<file path="config.mk">
export PLATFORM = sky130hd
export DESIGN_NAME = sdram_lp_seq
export DESIGN_NICKNAME = d
export VERILOG_FILES = /design/src/rtl/lp_pkg.sv /design/src/rtl/lp_dwell_timer.sv /design/src/rtl/lp_emr_track.sv /design/src/rtl/lp_ctrl.sv /design/src/rtl/sdram_lp_seq.sv
export SDC_FILE = /design/constraint.sdc
export NUM_CORES = 1
export LEC_CHECK = 0
export BUFFER_PORTS_ARGS = -buffer_cell sky130_fd_sc_hd__buf_2
export CORE_MARGIN = 3
export CORE_UTILIZATION = 48
export DETAILED_ROUTE_END_ITERATION = 8
export PLACE_DENSITY = 0.73
export SETUP_SLACK_MARGIN = 0.1
export SKIP_CTS_REPAIR_TIMING = 1
export SYNTH_ARGS = -nofsm -noshare
export SYNTH_HDL_FRONTEND = slang
export SYNTH_HIERARCHICAL = 1
export SYNTH_SLANG_ARGS = --single-unit
</file>
<file path="constraint.sdc">
create_clock -name clk -period 2.7 [get_ports clk]
set_clock_uncertainty 0.15 [all_clocks]
set_input_delay 0.54 -clock clk [delete_from_list [all_inputs] [get_ports clk]]
set_output_delay 0.54 -clock clk [all_outputs]
set_load 0.01 [all_outputs]
</file>
<file path="src/rtl/lp_pkg.sv">
package lp_pkg;

  typedef enum logic [1:0] {
    LP_OFF   = 2'b00,
    LP_SREF  = 2'b01,
    LP_PDOWN = 2'b10,
    LP_DEEP  = 2'b11
  } lp_mode_e;

  typedef enum logic [2:0] {
    S_UP     = 3'd0,
    S_ACC    = 3'd1,
    S_LOW    = 3'd2,
    S_WAKE   = 3'd3,
    S_DEEP   = 3'd4,
    S_REINIT = 3'd5
  } seq_st_e;

  typedef struct packed {
    logic sref_in;
    logic sref_out;
    logic pd_in;
    logic pd_out;
    logic dpd_in;
    logic emr;
  } lp_cmd_t;

endpackage

</file>
<file path="src/rtl/lp_dwell_timer.sv">
module lp_dwell_timer #(
  parameter int CNT_W = 8
) (
  input  logic             clk,
  input  logic             rst,
  input  logic             clr,
  output logic [CNT_W-1:0] cnt
);
  localparam logic [CNT_W-1:0] CNT_MAX = {CNT_W{1'b1}};

  always_ff @(posedge clk) begin
    if (rst || clr) cnt <= '0;
    else if (cnt != CNT_MAX) cnt <= cnt + 1'b1;
  end

  p_timer_cleared_r7: assert property (@(posedge clk) disable iff (rst)
    $past(clr) |-> cnt == '0);

endmodule

</file>
<file path="src/rtl/lp_emr_track.sv">
module lp_emr_track #(
  parameter int PASR_W = 3
) (
  input  logic              clk,
  input  logic              rst,
  input  logic              init_done,
  input  logic [PASR_W-1:0] cfg_pasr,
  input  logic              emr_fire,
  output logic [PASR_W-1:0] emr_val,
  output logic              dirty
);
  always_ff @(posedge clk) begin
    if (rst) emr_val <= '0;
    else if (!init_done || emr_fire) emr_val <= cfg_pasr;
  end

  assign dirty = init_done && (cfg_pasr != emr_val);

  p_emr_after_init_r13: assert property (@(posedge clk) disable iff (rst)
    emr_fire |-> init_done);

endmodule

</file>
<file path="src/rtl/lp_ctrl.sv">
module lp_ctrl
  import lp_pkg::*;
#(
  parameter int CNT_W = 8
) (
  input  logic             clk,
  input  logic             rst,
  input  lp_mode_e         mode,
  input  logic             freeze,
  input  logic             policy,
  input  logic [CNT_W-1:0] min_low,
  input  logic [CNT_W-1:0] exit_wait,
  input  logic             init_done,
  input  logic             acc_req,
  input  logic             acc_done,
  input  logic             ref_req,
  input  logic             dirty,
  input  logic [CNT_W-1:0] tcnt,
  output logic             tclr,
  output logic             emr_fire,
  output lp_cmd_t          cmd,
  output logic             ref_go,
  output logic             acc_grant,
  output logic             cke,
  output logic             clk_en,
  output logic             need_reinit
);
  seq_st_e st_q, st_n;
  logic    pd_kind_q, pd_kind_n;
  lp_cmd_t cmd_n;
  logic    ref_go_n, grant_n, cke_n, clken_n, reinit_n;
  logic    dwell_ok, settle_ok;

  assign dwell_ok  = (tcnt >= min_low);
  assign settle_ok = (tcnt >= exit_wait);

  always_comb begin
    st_n      = st_q;
    pd_kind_n = pd_kind_q;
    cmd_n     = '0;
    ref_go_n  = 1'b0;
    grant_n   = acc_grant;
    cke_n     = cke;
    clken_n   = clk_en;
    reinit_n  = need_reinit;
    tclr      = 1'b0;
    emr_fire  = 1'b0;
    case (st_q)
      S_UP: begin
        if (ref_req) begin
          ref_go_n = 1'b1;
          if (policy && dirty && acc_req) emr_fire = 1'b1;
        end else if (acc_req) begin
          grant_n = 1'b1;
          st_n    = S_ACC;
        end else if (init_done) begin
          case (mode)
            LP_SREF: begin
              if (dirty && !policy) begin
                emr_fire = 1'b1;
              end else begin
                cmd_n.sref_in = 1'b1;
                cke_n         = 1'b0;
                clken_n       = 1'b0;
                pd_kind_n     = 1'b0;
                st_n          = S_LOW;
                tclr          = 1'b1;
              end
            end
            LP_PDOWN: begin
              cmd_n.pd_in = 1'b1;
              cke_n       = 1'b0;
              clken_n     = !freeze;
              pd_kind_n   = 1'b1;
              st_n        = S_LOW;
              tclr        = 1'b1;
            end
            LP_DEEP: begin
              cmd_n.dpd_in = 1'b1;
              cke_n        = 1'b0;
              clken_n      = !freeze;
              reinit_n     = 1'b1;
              st_n         = S_DEEP;
              tclr         = 1'b1;
            end
            default: ;
          endcase
        end
      end
      S_ACC: begin
        if (acc_done) begin
          grant_n = 1'b0;
          st_n    = S_UP;
        end
      end
      S_LOW: begin
        if ((acc_req || (ref_req && pd_kind_q)) && dwell_ok) begin
          cmd_n.sref_out = !pd_kind_q;
          cmd_n.pd_out   = pd_kind_q;
          cke_n          = 1'b1;
          clken_n        = 1'b1;
          st_n           = S_WAKE;
          tclr           = 1'b1;
        end
      end
      S_WAKE: begin
        if (settle_ok) st_n = S_UP;
      end
      S_DEEP: begin
        if (acc_req && dwell_ok) begin
          cke_n   = 1'b1;
          clken_n = 1'b1;
          st_n    = S_REINIT;
        end
      end
      S_REINIT: begin
        if (init_done) begin
          reinit_n = 1'b0;
          st_n     = S_UP;
        end
      end
      default: st_n = S_UP;
    endcase
    cmd_n.emr = emr_fire;
  end

  always_ff @(posedge clk) begin
    if (rst) begin
      st_q        <= S_UP;
      pd_kind_q   <= 1'b0;
      cmd         <= '0;
      ref_go      <= 1'b0;
      acc_grant   <= 1'b0;
      cke         <= 1'b1;
      clk_en      <= 1'b1;
      need_reinit <= 1'b0;
    end else begin
      st_q        <= st_n;
      pd_kind_q   <= pd_kind_n;
      cmd         <= cmd_n;
      ref_go      <= ref_go_n;
      acc_grant   <= grant_n;
      cke         <= cke_n;
      clk_en      <= clken_n;
      need_reinit <= reinit_n;
    end
  end

  p_cmd_onehot_r14: assert property (@(posedge clk) disable iff (rst)
    $onehot0({cmd.sref_in, cmd.sref_out, cmd.pd_in, cmd.pd_out, cmd.dpd_in, cmd.emr}));

  p_mode_off_r2: assert property (@(posedge clk) disable iff (rst)
    ($past(mode) == LP_OFF) |-> !(cmd.sref_in || cmd.pd_in || cmd.dpd_in));

  p_dwell_r7: assert property (@(posedge clk) disable iff (rst)
    (cmd.sref_out || cmd.pd_out) |-> ($past(tcnt) >= $past(min_low)));

  p_enter_needs_init_r13: assert property (@(posedge clk) disable iff (rst)
    (cmd.sref_in || cmd.pd_in || cmd.dpd_in) |-> $past(init_done));

endmodule

</file>
<file path="src/rtl/sdram_lp_seq.sv">
module sdram_lp_seq
  import lp_pkg::*;
#(
  parameter int PASR_W = 3,
  parameter int CNT_W  = 8
) (
  input  logic              clk,
  input  logic              rst,
  input  logic [1:0]        cfg_mode,
  input  logic              cfg_clk_freeze,
  input  logic [PASR_W-1:0] cfg_pasr,
  input  logic              cfg_upd_policy,
  input  logic [CNT_W-1:0]  cfg_min_low,
  input  logic [CNT_W-1:0]  cfg_exit_wait,
  input  logic              init_done,
  input  logic              acc_req,
  input  logic              acc_done,
  input  logic              ref_req,
  output logic              cmd_sref_enter,
  output logic              cmd_sref_exit,
  output logic              cmd_pd_enter,
  output logic              cmd_pd_exit,
  output logic              cmd_dpd_enter,
  output logic              cmd_emr_wr,
  output logic [PASR_W-1:0] emr_data,
  output logic              ref_go,
  output logic              acc_grant,
  output logic              cke,
  output logic              clk_en,
  output logic              need_reinit
);
  logic             tclr, emr_fire, dirty;
  logic [CNT_W-1:0] tcnt;
  lp_cmd_t          cmd;

  lp_dwell_timer #(.CNT_W(CNT_W)) u_timer (
    .clk(clk), .rst(rst), .clr(tclr), .cnt(tcnt)
  );

  lp_emr_track #(.PASR_W(PASR_W)) u_emr (
    .clk(clk), .rst(rst), .init_done(init_done), .cfg_pasr(cfg_pasr),
    .emr_fire(emr_fire), .emr_val(emr_data), .dirty(dirty)
  );

  lp_ctrl #(.CNT_W(CNT_W)) u_ctrl (
    .clk(clk), .rst(rst), .mode(lp_mode_e'(cfg_mode)), .freeze(cfg_clk_freeze),
    .policy(cfg_upd_policy), .min_low(cfg_min_low), .exit_wait(cfg_exit_wait),
    .init_done(init_done), .acc_req(acc_req), .acc_done(acc_done),
    .ref_req(ref_req), .dirty(dirty), .tcnt(tcnt), .tclr(tclr),
    .emr_fire(emr_fire), .cmd(cmd), .ref_go(ref_go), .acc_grant(acc_grant),
    .cke(cke), .clk_en(clk_en), .need_reinit(need_reinit)
  );

  assign cmd_sref_enter = cmd.sref_in;
  assign cmd_sref_exit  = cmd.sref_out;
  assign cmd_pd_enter   = cmd.pd_in;
  assign cmd_pd_exit    = cmd.pd_out;
  assign cmd_dpd_enter  = cmd.dpd_in;
  assign cmd_emr_wr     = cmd.emr;

  p_sref_clock_off_r3: assert property (@(posedge clk) disable iff (rst)
    cmd_sref_enter |-> (!cke && !clk_en));

  p_ref_only_awake_r9: assert property (@(posedge clk) disable iff (rst)
    ref_go |-> cke);

  p_grant_after_init_r10: assert property (@(posedge clk) disable iff (rst)
    acc_grant |-> !need_reinit);

  p_emr_value_r11: assert property (@(posedge clk) disable iff (rst)
    cmd_emr_wr |-> (emr_data == $past(cfg_pasr)));

  p_exit_raises_cke_r6: assert property (@(posedge clk) disable iff (rst)
    (cmd_sref_exit || cmd_pd_exit) |-> (cke && clk_en && !$past(cke)));

endmodule

</file>
==> reports/metrics.csv, run 1 <==
metric,value,unit
syn_to_final_growth,24.6,%
critPathLaunchType,flop,
hpwl,3140,um
cts_buffers,3,
cp_max_fo,8,
clk_path_buf_depth,2,
via_count,1709,
syn_inst,213,
whs,0.347,ns
antenna_found_initial,0,
rsz0062_at_grt,no,
syn_area,0.00176,mm^2
ir_drop,0.000267,V
fmax,408,MHz
p_sw,0.000311,W
grt_usage,0.189,
grt_pass1_vias,1471,
grt_pass1_wl,6550,um
leakage,1.01,nW
setup_viol_count_final,0,
worstMarginPinSlew,0.471,ns
holdCritPathClass,flop to flop,
die_h,66.6,um
grt_max_degree,21,
grt_overflow,0,
final-max-slew-violation-count,0,
rr_startpoint,u_timer/cnt[0],
critical_path_arrival,2.51,ns
port_buffers,42,
cts.sinks,26,
io_pins,43,
postRouteWirelength,4050,um
hold_viol_final,0,
drive_gt1_frac,0.296,
multiInputGateArea,0.00116,mm^2
maxCapViolCount,0,
async_flop_share,0,
hold_start,u_ctrl/pd_kind_q,
startpoint,u_timer/cnt[0],
powerDensity,474,mW/mm^2
seqCellArea,520,um^2
p_sw_frac,0.299,
pwr-share-comb,0.275,
fin_crit,2.45,ns
cts_tree,built,
gp_congestion,0.791,
cts_root_buf,clkbuf_8,
synth-edff-count,0,
power_frac_clock,0.309,
finalCritPeriodShare,0.908,
clk_latency,0.27,ns
synth_fp_nets,259,
rows,21,
core,0.00344,mm^2
drt_iter0_markers,111,
ys_seq_area_frac,0.295,
seqPwrFrac,0.417,
maxSlewHeadroom,0.685,
nets,307,
yosysWarnings,6,
diodes,0,
status,finished clean,
fillers,311,
cp.required,2.76,ns
final_antenna_net_count,0,
post-route-drc-count,0,
clk_pin_slew,0.09,ns
internal-power,0.000730,W
yosys.cell_types.count,53,
die-area,0.00443,mm^2
viasPerCell,5.58,
first_pass_iters,4,
avgSynthCellArea,8.27,um^2
synth-seq-cells,26,
start_util,0.512,
path_class,flop to flop,
cp-end-kind,flop,
h-tree-depth,1,
final.setup.tns,0,ns
avgRoutedWirePerCell,13.2,um
synthFlopType,dfxtp_1,
chipWidth,66.6,um
-- layout by cell type (no fill, tap or decap), types with 3 or more instances in the layout --
cell type / n
ha_1: 14
nor3_2: 5
dfxtp_1: 26
inv_1: 24
buf_4: 9
mux2i_1: 4
nor2b_1: 4
o21ai_0: 5
buf_2: 42
nand4_1: 3
clkbuf_8: 3
nor2_1: 13
xor2_1: 3
nor3_1: 8
ha_4: 3
nor4_1: 4
a211oi_2: 4
a31oi_1: 8
o31ai_1: 3
nand2_1: 10
nand3_1: 7
and3_1: 6
a21oi_1: 12
nand2b_1: 6
-- logic make-up (layout without fill, tap and decap cells) --
group,count (synthesis),count (layout),synth area share
AO/OA/AOI/OAI,52,52,0.219
flip-flops,26,26,0.295
adder cells (fa/ha/maj),17,17,0.121
AND/OR/NAND/NOR,77,77,0.246
multiplexers,4,4,0.0227
XOR/XNOR,3,3,0.0149
buffers and inverters,34,81,0.0810
-- sequential cells by signal (all words and copies together) (netlist names) --
name,cells
u_ctrl/st_q,3
u_ctrl/need_reinit,1
u_ctrl/ref_go,1
u_ctrl/acc_grant,1
u_emr/emr_val,3
u_timer/cnt,8
u_ctrl/pd_kind_q,1
u_ctrl/cke,1
u_ctrl/cmd,6
u_ctrl/clk_en,1
-- cells in the mapped netlist, types with 2 or more instances --
| cell type | instances | area (um^2) |
|---|---|---|
| dfxtp_1 | 26 | 521 |
| inv_1 | 26 | 97.6 |
| ha_1 | 17 | 213 |
| nor2_1 | 13 | 48.8 |
| a21oi_1 | 12 | 60.1 |
| nor3_1 | 11 | 55.1 |
| nand2_1 | 10 | 37.5 |
| a31oi_1 | 8 | 50.1 |
| nand3_1 | 7 | 35.0 |
| and3_1 | 6 | 37.5 |
| nand2b_1 | 6 | 37.5 |
| o21ai_0 | 5 | 25.0 |
| a211oi_2 | 4 | 50.1 |
| mux2i_1 | 4 | 40.0 |
| nor2b_1 | 4 | 25.0 |
| nor4_1 | 4 | 25.0 |
| buf_4 | 3 | 22.5 |
| nand4_1 | 3 | 18.8 |
| o31ai_1 | 3 | 22.5 |
| xor2_1 | 3 | 26.3 |
| buf_2 | 2 | 10.0 |
| clkbuf_1 | 2 | 7.51 |
| nor3_2 | 2 | 20.0 |
| o21ai_1 | 2 | 10.0 |
| o31a_1 | 2 | 17.5 |
-- final cells by class --
cell class                 count  share of cell area
tap                           46              0.0262
sequential                    26               0.237
inverter                      26              0.0501
multi-input combinational    153               0.528
clock inverter                 1              0.0137
timing repair buffer          51               0.126
clock buffer                   3              0.0188
-- through the flow --
stage / total power [W] / cells / worst slack, ns / util / cell area (um^2)
after detailed placement: 0.000725 / 302 / -0.0250 / 0.617 / 2120
after floorplan: 0.000642 / 213 / 0.0709 / - / 1840
after global routing: 0.00110 / 306 / 0.140 / 0.638 / 2200
after CTS: 0.00105 / 306 / 0.230 / 0.638 / 2200
final: 0.00104 / 306 / 0.249 / 0.638 / 2200
after global placement: 0.000722 / 302 / 0.0136 / 0.617 / 2120
-- metal layers --
layer	global-route usage	wire length [um]	vias up
li1	-	-	860
met3	0.0337	247	6
met5	0	0	-
met4	0.0457	42	0
met1	0.273	1930	782
met2	0.286	1830	61
-- worst max-delay path: stages, from the launching register on --
cell	delay (ns)
dfxtp_1	0.37
inv_1	0.10
ha_4	0.24
and3_1	0.17
o21ai_1	0.12
a311oi_1	0.11
a2111oi_2	0.41
or3_1	0.19
o21ai_1	0.06
or2_4	0.30
nor3b_2	0.17
-- power groups by stage --
stage / Combinational, W / Clock, W / Sequential, W
finish: 0.000286 / 0.000321 / 0.000434
global route: 0.000319 / 0.000346 / 0.000439
CTS: 0.000284 / 0.000331 / 0.000434
detailed placement: 0.000283 / 0 / 0.000442
global placement: 0.000280 / 0 / 0.000442
floorplan: 0.000204 / 0 / 0.000439
-- path summary, 6_finish.rpt --
| check | cells past startpoint | slack, ns | endpoint |
|---|---|---|---|
| worst max-delay path | 10 | 0.25 | u_timer/cnt[7] |
| worst min-delay path | 1 | 0.35 | u_ctrl/cmd[4] |
| worst max register to register | 10 | 0.25 | u_timer/cnt[7] |
| worst min register to register | 1 | 0.35 | u_ctrl/cmd[4] |
Note: power is estimated with default switching activity, not from simulation.
==> run 2, diff against run 1 <==
- CORE_MARGIN: 3 -> 5
==> run 2 against run 1 <==
Clock power fell by 22%. First-iteration DRC count fell by 4.5%. Via count fell by 4.0%. Sequential share of layout area rose by 0.23 points. Sequential power barely moved. Worst hold slack improved by 0.018 ns. Sequential cell count did not move. Critical path depth fell by 3. Final cell count rose by 0.33%. Critical endpoint is now u_ctrl/st_q[1].
==> reports/metrics.csv, run 2 (synthesis gave the netlist of run 1 again) <==
metric,value,unit,change
clk_pin_slew,0.09,ns,about the same
core,0.00361,mm^2,was 0.00344 mm^2
whs,0.365,ns,was 0.347 ns
worstMarginPinSlew,0.462,ns,was 0.471 ns
nets,306,,was 307
clk_path_buf_depth,2,,unchanged
cp_max_fo,10,,was 8
dp_slack,-0.0630,ns,was -0.0250 ns
final_common_cell,buf_2,,unchanged
regMostFlops,u_timer/cnt,,unchanged
cts_buffers,3,,unchanged
largest_reg_flops,8,,unchanged
cpMaxStageDelayCell,dfxtp_1,,was a2111oi_2
hold_viol_final,0,,unchanged
via_count,1641,,was 1709
fmax,417,MHz,was 408 MHz
final_antenna_net_count,0,,unchanged
port_buffers,42,,unchanged
viasPerCell,5.35,,was 5.58
top_regs,"u_timer/cnt (8), u_ctrl/cmd (6)",,unchanged
chipWidth,70.6,um,was 66.6 um
cp_cell_sequence,ha_1 > a211o_1 > a21oi_1 > o21ai_0 > a221o_1 > and2_4 > a211oi_2,,was inv_1 > ha_4 > and3_1 > o21ai_1 > a311oi_1 > a2111oi_2 > or3_1 > o21ai_1 > or2_4 > nor3b_2
maxCapViolCount,0,,unchanged
io_pins,43,,unchanged
start_util,0.489,,was 0.512
grt_overflow,0,,unchanged
critical_path_arrival,2.44,ns,was 2.51 ns
syn_to_final_growth,23.4,%,was 24.6%
grt_pass1_wl,6710,um,was 6550 um
powerDensity,445,mW/mm^2,was 474 mW/mm^2
grt_max_degree,21,,unchanged
grt_usage,0.160,,was 0.189
power,0.000968,W,was 0.00104 W
post-route-drc-count,0,,unchanged
hpwl,3150,um,was 3140 um
cts.sinks,26,,unchanged
fillers,364,,was 311
postRouteWirelength,4010,um,was 4050 um
rsz0062_at_grt,no,,unchanged
finalCritPeriodShare,0.888,,was 0.908
crit_buf_inv,0,,was 1
setup_viol_count_final,0,,unchanged
first_pass_iters,4,,unchanged
crit_family,compound AO/OA/AOI/OAI gates,,was simple AND/OR/NAND/NOR gates
holdCritPathClass,primary input to flop,,was flop to flop
worst_slack,0.302,ns,was 0.249 ns
critPathLaunchType,flop,,unchanged
avgRoutedWirePerCell,13.1,um,was 13.2 um
slowest_delay,0.54,ns,was 0.41 ns
maxSlewHeadroom,0.692,,was 0.685
clk_latency,0.27,ns,about the same
cp-end-kind,flop,,unchanged
diodes,0,,unchanged
cts_tree,built,,unchanged
die_h,70.6,um,was 66.6 um
leakage,1.00,nW,was 1.01 nW
grt_pass1_vias,1546,,was 1471
gp_congestion,0.822,,was 0.791
cts_root_buf,clkbuf_8,,unchanged
drt_iter0_markers,106,,was 111
final-max-slew-violation-count,0,,unchanged
final_cell_mix,"buf_2 (42), dfxtp_1 (26), inv_1 (24)",,unchanged
rows,22,,was 21
path_class,flop to flop,,unchanged
antenna_found_initial,0,,unchanged
cp.required,2.74,ns,was 2.76 ns
drive_gt1_frac,0.293,,was 0.296
die-area,0.00498,mm^2,was 0.00443 mm^2
fin_crit,2.40,ns,was 2.45 ns
ir_drop,0.000384,V,was 0.000267 V
status,finished clean,,unchanged
h-tree-depth,1,,unchanged
run 2: cell type report:
type | instances | area [um^2] | area share
repair buffers | 50 | 270 | 0.124
inverters | 26 | 110 | 0.0506
well taps | 48 | 60.1 | 0.0276
clock buffers | 4 | 55.1 | 0.0253
multi-input cells | 153 | 1160 | 0.533
flip-flops and latches | 26 | 520 | 0.239
run 2: worst paths after layout:
kind | depth (start not counted) | to | slack, ns | startpoint
max | 7 | u_ctrl/st_q[1] | 0.30 | u_timer/cnt[3]
min | 2 | u_ctrl/cmd[3] | 0.37 | cfg_mode[0]
max reg2reg | 7 | u_ctrl/st_q[1] | 0.30 | u_timer/cnt[3]
min reg2reg | 1 | u_ctrl/cmd[4] | 0.39 | u_ctrl/pd_kind_q
run 2: metal layers:
layer / GRT usage / up-vias / wire length (um)
met3: 0.0313 / 2 / 212
met2: 0.242 / 52 / 1730
met4: 0.0480 / 0 / 17
met1: 0.229 / 725 / 2050
li1: - / 862 / -
met5: 0 / - / 0
run 2: metrics by stage:
step | instance area (um^2) | cells | TNS (ns) | util
finish | 2170 | 307 | 0 | 0.603
global route | 2170 | 307 | 0 | 0.603
CTS | 2170 | 307 | 0 | 0.603
detailed placement | 2120 | 303 | -0.137 | 0.588
global placement | 2120 | 303 | 0 | 0.588
floorplan | 1840 | 213 | 0 | -
run 2: report_power, final:
| part | total (W) | switching, W | internal, W | leakage, nW |
|---|---|---|---|---|
| registers | 0.000434 | 0.0000267 | 0.000407 | 0.212 |
| logic | 0.000283 | 0.000159 | 0.000124 | 0.762 |
| clock network | 0.000251 | 0.000121 | 0.000130 | 0.0288 |
run 2: worst reg2reg max path: stages (launching register included):
cell and delay (ns):
dfxtp_1 0.54, ha_1 0.31, a211o_1 0.29, a21oi_1 0.10, o21ai_0 0.13, a221o_1 0.40
and2_4 0.18, a211oi_2 0.23
==> run 3, diff against run 2 <==
- CORE_UTILIZATION: 48 -> 34
- PLACE_DENSITY: 0.73 -> not set
- SYNTH_HIERARCHICAL: 1 -> not set
==> run 3 against run 2 <==
Sequential cell count is the same. Maximum frequency grew 5.2%. Final cell count grew 2.3%. Total power grew 20%. Clock power grew 27%. First-iteration DRC count shrank 10%. Sequential power grew 4%. Highest routed layer unchanged.
==> reports/metrics.csv, run 3 <==
metric,value,unit,change
avgRoutedWirePerCell,11.9,um,was 13.1 um
cp.required,2.76,ns,was 2.74 ns
syn_inst,200,,was 213
synthTopCellsByCount,"dfxtp_1 (26), nor2_1 (24), inv_1 (19), ha_1 (17), nor3_1 (9)",,"was dfxtp_1 (26), inv_1 (26), ha_1 (17), nor2_1 (13), a21oi_1 (12)"
die_h,79.6,um,was 70.6 um
syn_to_final_growth,24.4,%,was 23.4%
drt_iter0_markers,95,,was 106
core,0.00472,mm^2,was 0.00361 mm^2
cp_cell_sequence,ha_1 > and3_1 > a221oi_1 > inv_1 > o2111ai_1 > nand3_1 > buf_4 > nor2_1,,was ha_1 > a211o_1 > a21oi_1 > o21ai_0 > a221o_1 > and2_4 > a211oi_2
finalCritPeriodShare,0.844,,was 0.888
critPathLaunchType,flop,,unchanged
diodes,0,,unchanged
start_util,0.349,,was 0.489
cts_tree,built,,unchanged
crit_cells,8,,was 7
reg2reg_depth,8,,was 7
avgSynthCellArea,8.25,um^2,was 8.27 um^2
yosys.cell_types.count,44,,was 53
largest_reg_flops,8,,unchanged
final.setup.tns,0,ns,unchanged
ir_drop,0.000234,V,was 0.000384 V
syn_area,0.00165,mm^2,was 0.00176 mm^2
maxSlewHeadroom,0.619,,was 0.692
maxCapViolCount,0,,unchanged
cts.sinks,26,,unchanged
cp-end-kind,flop,,unchanged
die-area,0.00634,mm^2,was 0.00498 mm^2
grt_pass1_vias,1490,,was 1546
final_cell_mix,"buf_2 (42), dfxtp_1 (25), nor2_1 (24)",,"was buf_2 (42), dfxtp_1 (26), inv_1 (24)"
hold_path_end,u_ctrl.cmd[4],,was u_ctrl/cmd[3]
clk_latency,0.27,ns,about the same
final_common_cell,buf_2,,unchanged
crit_family,compound AO/OA/AOI/OAI gates,,unchanged
critical_path_arrival,2.34,ns,was 2.44 ns
worstMarginPinSlew,0.566,ns,was 0.462 ns
antenna_found_initial,0,,unchanged
postRouteWirelength,3740,um,was 4010 um
top_regs,"u_timer.cnt (8), u_ctrl.cmd (6)",,"was u_timer/cnt (8), u_ctrl/cmd (6)"
leakage,1.02,nW,was 1.00 nW
synth.most_common_cell,dfxtp_1,,
via_count,1558,,was 1641
nets,294,,was 306
whs_path_depth,1,,was 2
cpMaxStageDelayCell,dfxtp_1,,unchanged
grt_max_degree,20,,was 21
clk_pin_slew,0.09,ns,about the same
fin_crit,2.28,ns,was 2.40 ns
final-max-slew-violation-count,0,,unchanged
final_antenna_net_count,0,,unchanged
r2r_end,u_timer.cnt[5],,was u_ctrl/st_q[1]
viasPerCell,4.96,,was 5.35
post-route-drc-count,0,,unchanged
hold_viol_final,0,,unchanged
clk_path_buf_depth,2,,unchanged
ys_seq_area_frac,0.316,,was 0.295
synth_fp_nets,246,,was 259
rows,25,,was 22
slowest_delay,0.44,ns,was 0.54 ns
cts_root_buf,clkbuf_8,,unchanged
startpoint,u_timer.cnt[7],,was u_timer/cnt[3]
powerDensity,567,mW/mm^2,was 445 mW/mm^2
cp_max_fo,6,,was 10
setup_viol_count_final,0,,unchanged
design_area,0.00205,mm^2,was 0.00217 mm^2
synth_top_area_share,0.316,,was 0.295
h-tree-depth,1,,unchanged
synth-seq-cells,26,,unchanged
grt_usage,0.126,,was 0.160
hold_start,u_ctrl.pd_kind_q,,was cfg_mode[0]
cts_buffers,3,,unchanged
drive_gt1_frac,0.247,,was 0.293
power,0.00116,W,was 0.000968 W
io_pins,43,,unchanged
rsz0062_at_grt,no,,unchanged
first_pass_iters,4,,unchanged
grt_overflow,0,,unchanged
holdCritPathClass,flop to flop,,was primary input to flop
port_buffers,42,,unchanged
synthFlopType,dfxtp_1,,unchanged
async_flop_share,0,,unchanged
yosys.area.top_type,dfxtp_1,,unchanged
crit_buf_inv,2,,was 0
chipWidth,79.6,um,was 70.6 um
fmax,439,MHz,was 417 MHz
synthTopCellsByArea,"dfxtp_1 (32%), ha_1 (13%), nor2_1 (5.5%), inv_1 (4.3%), mux2i_1 (3.6%)",,"was dfxtp_1 (30%), ha_1 (12%), inv_1 (5.5%), a21oi_1 (3.4%), nor3_1 (3.1%)"
synth-edff-count,0,,unchanged
place_area,0.00198,mm^2,was 0.00212 mm^2
ff2ff_setup_slack,0.42,ns,was 0.30 ns
status,finished clean,,unchanged
path_class,flop to flop,,unchanged
regMostFlops,u_timer.cnt,,was u_timer/cnt
gp_congestion,0.783,,was 0.822
utilization,0.434,,was 0.603
hpwl,2990,um,was 3150 um
grt_pass1_wl,6490,um,was 6710 um
yosysWarnings,0,,was 6
rr_startpoint,u_timer.cnt[7],,was u_timer/cnt[3]
## run 3: cell count changes in the layout (fill, tap and decap cells not counted), sizes merged, moves of 4 or more
cell / previous run / this run
a21oi: 12 / 8
nor2: 14 / 24
inv: 26 / 19
a31oi: 9 / 4
nor4: 4 / 0
nor3: 13 / 9
## run 3: layout make-up
class                           count  area (um^2)
Fill cell                         491         2670
Multi-Input combinational cell    147         1020
Sequential cell                    26          522
Timing Repair Buffer               51          278
Tap cell                           67         83.8
Inverter                           19         71.3
Clock buffer                        3         41.3
Clock inverter                      1         30.0
## run 3: kinds of logic (layout without fill, tap and decap cells)
family,count (synthesis),in the layout,share of synthesized area
buffers and inverters,27,74,0.0630
AND/OR/NAND/NOR,78,78,0.256
flip-flops,26,26,0.316
AO/OA/AOI/OAI,40,40,0.168
XOR/XNOR,6,6,0.0319
adder cells (fa/ha/maj),17,17,0.129
multiplexers,6,6,0.0364
## run 3: layer usage
metal  routed length [um]  share of wire  vias to the layer above  track usage
met5                    0              0                        -            0
met4                   15         0.0040                        0       0.0275
met3                  240          0.064                        2       0.0316
met2                 1750           0.47                       44        0.218
met1                 1730           0.46                      702        0.158
li1                     -              -                      810            -
## run 3: worst max-delay path by stage
stage                     endpoint
global route        u_timer.cnt[0]
CTS                 u_timer.cnt[5]
floorplan           u_timer.cnt[7]
detailed placement  u_timer.cnt[2]
global placement    u_timer.cnt[2]
finish              u_timer.cnt[5]
## run 3: through the flow
| step | hold slack (ns) | worst slack (ns) | std cells |
|---|---|---|---|
| after CTS | 0.302 | 0.325 | 314 |
| final | 0.315 | 0.420 | 314 |
| after global routing | 0.308 | 0.139 | 314 |
| after detailed placement | 0.301 | 0.164 | 310 |
| after global placement | 0.290 | 0.218 | 310 |
| after floorplan | 0.276 | 0.387 | 200 |
## run 3: power by group
part           total (W)  switching [W]  internal, W  leakage [nW]
clock           0.000320       0.000121     0.000198        0.0357
sequential      0.000450      0.0000248     0.000425         0.212
combinational   0.000393       0.000213     0.000180         0.771
